--- config.mk ---
export PLATFORM = sky130hd
export DESIGN_NAME = secalm_top
export DESIGN_NICKNAME = d
export VERILOG_FILES = /design/src/rtl/secalm_pkg.sv /design/src/rtl/secalm_prescaler.sv /design/src/rtl/secalm_load_guard.sv /design/src/rtl/secalm_time_cnt.sv /design/src/rtl/secalm_alarm.sv /design/src/rtl/secalm_top.sv
export SDC_FILE = /design/constraint.sdc
export NUM_CORES = 1
export LEC_CHECK = 0
export BUFFER_PORTS_ARGS = -buffer_cell sky130_fd_sc_hd__buf_2
export CAP_MARGIN = 15
export CORE_UTILIZATION = 60
export CTS_CLUSTER_SIZE = 24
export DETAILED_ROUTE_END_ITERATION = 7
export HOLD_SLACK_MARGIN = 0.02
export PLACE_DENSITY = 0.8
export SETUP_SLACK_MARGIN = 0.02
export SYNTH_ARGS = -nofsm -noshare
export SYNTH_HDL_FRONTEND = slang
export SYNTH_HIERARCHICAL = 1
export SYNTH_SLANG_ARGS = --single-unit
--- constraint.sdc ---
create_clock -name clk -period 5.4 [get_ports clk]
set_input_delay 0.54 -clock clk [delete_from_list [all_inputs] [get_ports clk]]
set_output_delay 0.54 -clock clk [all_outputs]
set_load 0.005 [all_outputs]
--- src/rtl/secalm_pkg.sv ---
// Package: shared widths, register addresses and field layout for the
// seconds counter with alarm. Assumes a 32-bit data bus.
package secalm_pkg;
    localparam int TIME_W   = 32;
    localparam int ALARM_W  = 25;
    localparam int EN_BIT   = 25;
    localparam int PEND_BIT = 26;

    localparam logic ADDR_TIME  = 1'b0;
    localparam logic ADDR_ALARM = 1'b1;

    // Alarm control state as held in flops.
    typedef struct packed {
        logic               pend;
        logic               en;
        logic [ALARM_W-1:0] value;
    } alarm_state_t;

    localparam logic [ALARM_W-1:0] ALARM_IDLE = '1;
endpackage

--- src/rtl/secalm_prescaler.sv ---
// Prescaler: divides the reference clock into a one-cycle seconds tick.
// Assumes TICK_DIV >= 1. A restart pulse zeroes the phase, so the next
// tick follows TICK_DIV cycles after the restart edge.
module secalm_prescaler #(
    parameter int TICK_DIV = 32768
) (
    input  logic clk,
    input  logic rst_n,
    input  logic restart,
    output logic tick
);
    localparam int CW = (TICK_DIV > 1) ? $clog2(TICK_DIV) : 1;
    localparam logic [CW-1:0] LAST = CW'(TICK_DIV - 1);

    logic [CW-1:0] phase_q;

    assign tick = (phase_q == LAST);

    // Phase counter: wraps on the tick, zeroed by reset or restart.
    always_ff @(posedge clk) begin
        if (!rst_n || restart || tick) begin
            phase_q <= '0;
        end else begin
            phase_q <= phase_q + CW'(1);
        end
    end

    generate
        if (TICK_DIV > 1) begin : g_spacing
            AST_TICK_SPACING: assert property (@(posedge clk) disable iff (!rst_n)
                tick |=> !tick);
        end
    endgenerate
endmodule

--- src/rtl/secalm_load_guard.sv ---
// Load guard: accepts a time write only when it repeats the previous
// time write's data at least LOAD_GAP cycles later. Any write that is
// not accepted becomes the new first write. Assumes LOAD_GAP >= 1.
module secalm_load_guard #(
    parameter int LOAD_GAP = 8,
    parameter int DW       = 32
) (
    input  logic          clk,
    input  logic          rst_n,
    input  logic          wr_time,
    input  logic [DW-1:0] wdata,
    output logic          load,
    output logic [DW-1:0] load_val
);
    localparam int GW = $clog2(LOAD_GAP + 1);
    localparam logic [GW-1:0] GAP_MAX = GW'(LOAD_GAP);

    logic          armed_q;
    logic [DW-1:0] held_q;
    logic [GW-1:0] gap_q;
    logic          gap_done;

    assign gap_done = (gap_q >= GAP_MAX);
    assign load     = wr_time && armed_q && gap_done && (wdata == held_q);
    assign load_val = held_q;

    // Arm state: first write arms, accepted second write disarms.
    always_ff @(posedge clk) begin
        if (!rst_n) begin
            armed_q <= 1'b0;
        end else if (wr_time) begin
            armed_q <= !load;
        end
    end

    // Held word: captured from every write that is not accepted.
    always_ff @(posedge clk) begin
        if (!rst_n) begin
            held_q <= '0;
        end else if (wr_time && !load) begin
            held_q <= wdata;
        end
    end

    // Gap timer: starts at one on a first write, saturates at LOAD_GAP.
    always_ff @(posedge clk) begin
        if (!rst_n) begin
            gap_q <= '0;
        end else if (wr_time && !load) begin
            gap_q <= GW'(1);
        end else if (armed_q && !gap_done) begin
            gap_q <= gap_q + GW'(1);
        end
    end

    AST_LOAD_NEEDS_ARM: assert property (@(posedge clk) disable iff (!rst_n)
        load |-> $past(wr_time) || armed_q);
    AST_LOAD_DISARMS: assert property (@(posedge clk) disable iff (!rst_n)
        load |=> !armed_q);
endmodule

--- src/rtl/secalm_time_cnt.sv ---
// Time counter: 32-bit seconds count, advanced by the tick and
// overwritten by an accepted load (a load wins over a tick).
module secalm_time_cnt #(
    parameter int TW = 32
) (
    input  logic          clk,
    input  logic          rst_n,
    input  logic          tick,
    input  logic          load,
    input  logic [TW-1:0] load_val,
    output logic [TW-1:0] count,
    output logic          advance,
    output logic [TW-1:0] count_next
);
    logic [TW-1:0] count_q;

    assign count      = count_q;
    assign advance    = tick && !load;
    assign count_next = count_q + TW'(1);

    // Count register: load, else step on tick, wrapping naturally.
    always_ff @(posedge clk) begin
        if (!rst_n) begin
            count_q <= '0;
        end else if (load) begin
            count_q <= load_val;
        end else if (tick) begin
            count_q <= count_next;
        end
    end

    AST_LOAD_VALUE: assert property (@(posedge clk) disable iff (!rst_n)
        load |=> count_q == $past(load_val));
    AST_IDLE_HOLDS: assert property (@(posedge clk) disable iff (!rst_n)
        (!load && !tick) |=> $stable(count_q));
endmodule

--- src/rtl/secalm_alarm.sv ---
// Alarm: holds the 25-bit alarm value with its enable and pending flags,
// fires one shot on a matching count step, and drives the wake level.
// A register write in the same cycle takes priority over firing, so a
// reprogramming sequence never fires off a half-written state.
module secalm_alarm
    import secalm_pkg::*;
(
    input  logic               clk,
    input  logic               rst_n,
    input  logic               wr_alarm,
    input  logic [31:0]        wdata,
    input  logic               advance,
    input  logic [ALARM_W-1:0] next_low,
    output alarm_state_t       state,
    output logic               wake
);
    alarm_state_t st_q;
    logic         fire;

    assign fire  = advance && st_q.en && !st_q.pend && !wr_alarm
                   && (next_low == st_q.value);
    assign state = st_q;
    assign wake  = st_q.pend && st_q.en;

    // Control state: writes first, then firing, else hold.
    always_ff @(posedge clk) begin
        if (!rst_n) begin
            st_q.value <= ALARM_IDLE;
            st_q.en    <= 1'b0;
            st_q.pend  <= 1'b0;
        end else if (wr_alarm) begin
            st_q.value <= wdata[ALARM_W-1:0];
            st_q.en    <= wdata[EN_BIT];
            st_q.pend  <= st_q.pend && !wdata[PEND_BIT];
        end else if (fire) begin
            st_q.value <= ALARM_IDLE;
            st_q.pend  <= 1'b1;
        end
    end

    AST_FIRE_RELOADS: assert property (@(posedge clk) disable iff (!rst_n)
        (!$past(wr_alarm) && $rose(st_q.pend)) |-> st_q.value == ALARM_IDLE);
    AST_NO_FIRE_DISABLED: assert property (@(posedge clk) disable iff (!rst_n)
        (!st_q.en && !st_q.pend) |=> !st_q.pend);
    AST_W1C: assert property (@(posedge clk) disable iff (!rst_n)
        (wr_alarm && wdata[PEND_BIT]) |=> !st_q.pend);
    AST_WAKE_NEEDS_EN: assert property (@(posedge clk) disable iff (!rst_n)
        (wr_alarm && !wdata[EN_BIT]) |=> !wake);
endmodule

--- src/rtl/secalm_top.sv ---
// Top: seconds counter with one-shot alarm behind a two-register bus.
// Address 0 is the guarded time register, address 1 the alarm control.
// Assumes bus_wr is a one-cycle strobe; reads are combinational.
module secalm_top
    import secalm_pkg::*;
#(
    parameter int TICK_DIV = 32768,
    parameter int LOAD_GAP = 8
) (
    input  logic        clk,
    input  logic        rst_n,
    input  logic        bus_wr,
    input  logic        bus_addr,
    input  logic [31:0] bus_wdata,
    output logic [31:0] bus_rdata,
    output logic        wake
);
    logic              wr_time, wr_alarm;
    logic              tick, load, advance;
    logic [TIME_W-1:0] load_val, count, count_next;
    alarm_state_t      alarm_st;

    assign wr_time  = bus_wr && (bus_addr == ADDR_TIME);
    assign wr_alarm = bus_wr && (bus_addr == ADDR_ALARM);

    secalm_prescaler #(.TICK_DIV(TICK_DIV)) u_presc (
        .clk(clk), .rst_n(rst_n), .restart(load), .tick(tick)
    );

    secalm_load_guard #(.LOAD_GAP(LOAD_GAP), .DW(TIME_W)) u_guard (
        .clk(clk), .rst_n(rst_n), .wr_time(wr_time), .wdata(bus_wdata),
        .load(load), .load_val(load_val)
    );

    secalm_time_cnt #(.TW(TIME_W)) u_time (
        .clk(clk), .rst_n(rst_n), .tick(tick), .load(load),
        .load_val(load_val), .count(count), .advance(advance),
        .count_next(count_next)
    );

    secalm_alarm u_alarm (
        .clk(clk), .rst_n(rst_n), .wr_alarm(wr_alarm), .wdata(bus_wdata),
        .advance(advance), .next_low(count_next[ALARM_W-1:0]),
        .state(alarm_st), .wake(wake)
    );

    // Read mux: unused upper alarm bits read as zero.
    always_comb begin
        if (bus_addr == ADDR_TIME) begin
            bus_rdata = count;
        end else begin
            bus_rdata = {{(32 - ALARM_W - 2){1'b0}}, alarm_st};
        end
    end

    AST_LOAD_TAKES_DATA: assert property (@(posedge clk) disable iff (!rst_n)
        load |=> count == $past(bus_wdata));
endmodule

==> impl_metrics.yaml <==
run_status:
  status: "finished clean"
sta:
  hold_violations: 0
  fin_crit_sh_pct: 77.1
  setup_viol: 0
  holdWs_ns: 0.463
  slew_headroom_pct: 22.4
  final_max_slew_viol_count: 0
  fin_skew_ns: 0.00784
  rsz0062_at_grt: "false"
  fmax_mhz: 240
  fin_tns_setup_ns: 0
  tightest_slew_ns: 1.15
  layout_min_cycle_time_ns: 4.16
cts:
  clock_latency_ns: 0.36
  post_cts_resized: 0
  h-tree-depth: 3
  numCtsBuffers: 9
  clockBufferDepth: 2
  post_cts_buffers: 0
  cts_sinks: 111
  cts_hold_buf: 0
  cts_root_buf: "clkbuf_16"
  cts_tree: "yes"
  clk_pin_slew_ns: 0.07
routing:
  drc: 0
  wl_per_cell_um: 20.6
  wl_um: 22900
  viasPerCell: 6.74
  postRouteAntennaNets: 0
  via_count: 7484
  drt-initial-drc-count: 864
  dr.pass1.iters: 6
finish:
  layout.area.seq_um2: 2220
  layout.nets: 977
  final_util_pct: 66.7
  syn_to_final_growth_pct: 6.48
  multi_input_area_um2: 5000
  antenna_cells: 0
  drive_gt1_share_pct: 15.5
  n_fill_cell: 1079
  final_cell_area_um2: 8180
worst_setup_path:
  crit_type: "reg2reg"
  arrival_ns: 4.43
  critPathRequiredTime_ns: 5.67
  startpoint_type: "flip-flop"
  worstSetupEndpointType: "flip-flop"
  cp_max_fo: 11
place:
  dp_hpwl_um: 15600
  place_area_um2: 7910
  port_buffers: 68
  gp_congestion: 0.949
yosys:
  syn_inst: 935
  synth_area_um2: 7680
  synth.net_count: 975
  avgSynthCellArea_um2: 8.22
  yosysWarnings: 6
global_routing:
  grt_pass1_vias: 6512
  grt_overflow: 0
  track_usage_pct: 34.8
  grt_pass1_wl_um: 35300
  grt_max_degree: 70
  antenna_found_initial: 0
power:
  p_per_area_nw_per_um2: 218
  peakVddDrop_v: 0.000189
  leakagePower_nw: 2.95
floorplanning:
  die_h_um: 115
  fp-row-count: 40
  coreArea_um2: 12300
  start_util_pct: 62.7
  io_pins: 69
  dieArea_um2: 13300
  die_x_um: 115
min_path:
  hold_class: "reg2reg"
job:
  max_cap_viol_count: 0
-- path summary, 6_finish.rpt --
check | from | to | slack [ns] | cells past startpoint
max | u_time/count[0] | u_alarm/state[24] | 1.24 | 10
min reg2reg | u_presc/phase_q[0] | u_presc/phase_q[0] | 0.46 | 1
max reg2reg | u_time/count[0] | u_alarm/state[24] | 1.24 | 10
min | u_presc/phase_q[0] | u_presc/phase_q[0] | 0.46 | 1
-- per-layer routing --
| layer | GRT usage, % | share of wire, % |
|---|---|---|
| met3 | 8.91 | 9.8 |
| met1 | 45.6 | 41 |
| met4 | 19.4 | 5.0 |
| met5 | 0 | 0 |
| met2 | 52.2 | 44 |
-- critical path, stage by stage, from the launching register on --
cell and delay (ns):
dfxtp_1 0.54, ha_1 0.30, nand3_1 0.25, nor4_2 0.66
nand2_1 0.14, xnor2_1 0.17, xor2_1 0.21, nor4_2 1.01
buf_4 0.34, nand2_2 0.16, o31ai_1 0.26
-- final cells by class --
type                       instances  area share (%)
clock buffer                      13            3.18
tap                              168            2.57
multi-input combinational        723            61.1
clock inverter                     3           0.214
timing repair buffer              79            5.20
inverter                          13           0.596
sequential                       111            27.2
-- report_power, final --
| group | leakage [nW] | internal (mW) | switching [mW] | total (mW) |
|---|---|---|---|---|
| logic | 1.91 | 0.0992 | 0.129 | 0.228 |
| registers | 0.906 | 0.852 | 0.0515 | 0.903 |
| clock network | 0.136 | 0.338 | 0.315 | 0.653 |
-- metrics by stage --
stage,instances,total power [mW],setup slack [ns]
global placement,1094,1.14,1.55
floorplan,935,1.05,1.94
CTS,1110,1.78,1.46
detailed placement,1094,1.14,1.49
finish,1110,1.78,1.24
global route,1110,1.84,1.13
-- registers in the layout (all words and copies together), names as in the netlist --
name and count:
u_guard/gap_q 4, u_alarm/state 27, u_presc/phase_q 15, u_guard/armed_q 1
u_time/count 32, u_guard/load_val 32
-- cells in the final DEF, fill, tap and decap left out, drive strengths merged, types with 6 or more instances in the layout --
cell	count
nor2	42
buf	79
or4	41
o22ai	25
nand3	57
o2111ai	19
o31ai	8
a21oi	13
dfxtp	111
xnor2	57
xor2	50
nand4	28
nor3	14
or3	9
and3	40
nor2b	9
mux2	28
nor3b	6
nand2	73
inv	13
clkbuf	13
a32oi	33
o21ai	86
a31oi	7
nor4	23
Note: power is estimated with default switching activity, not from simulation.
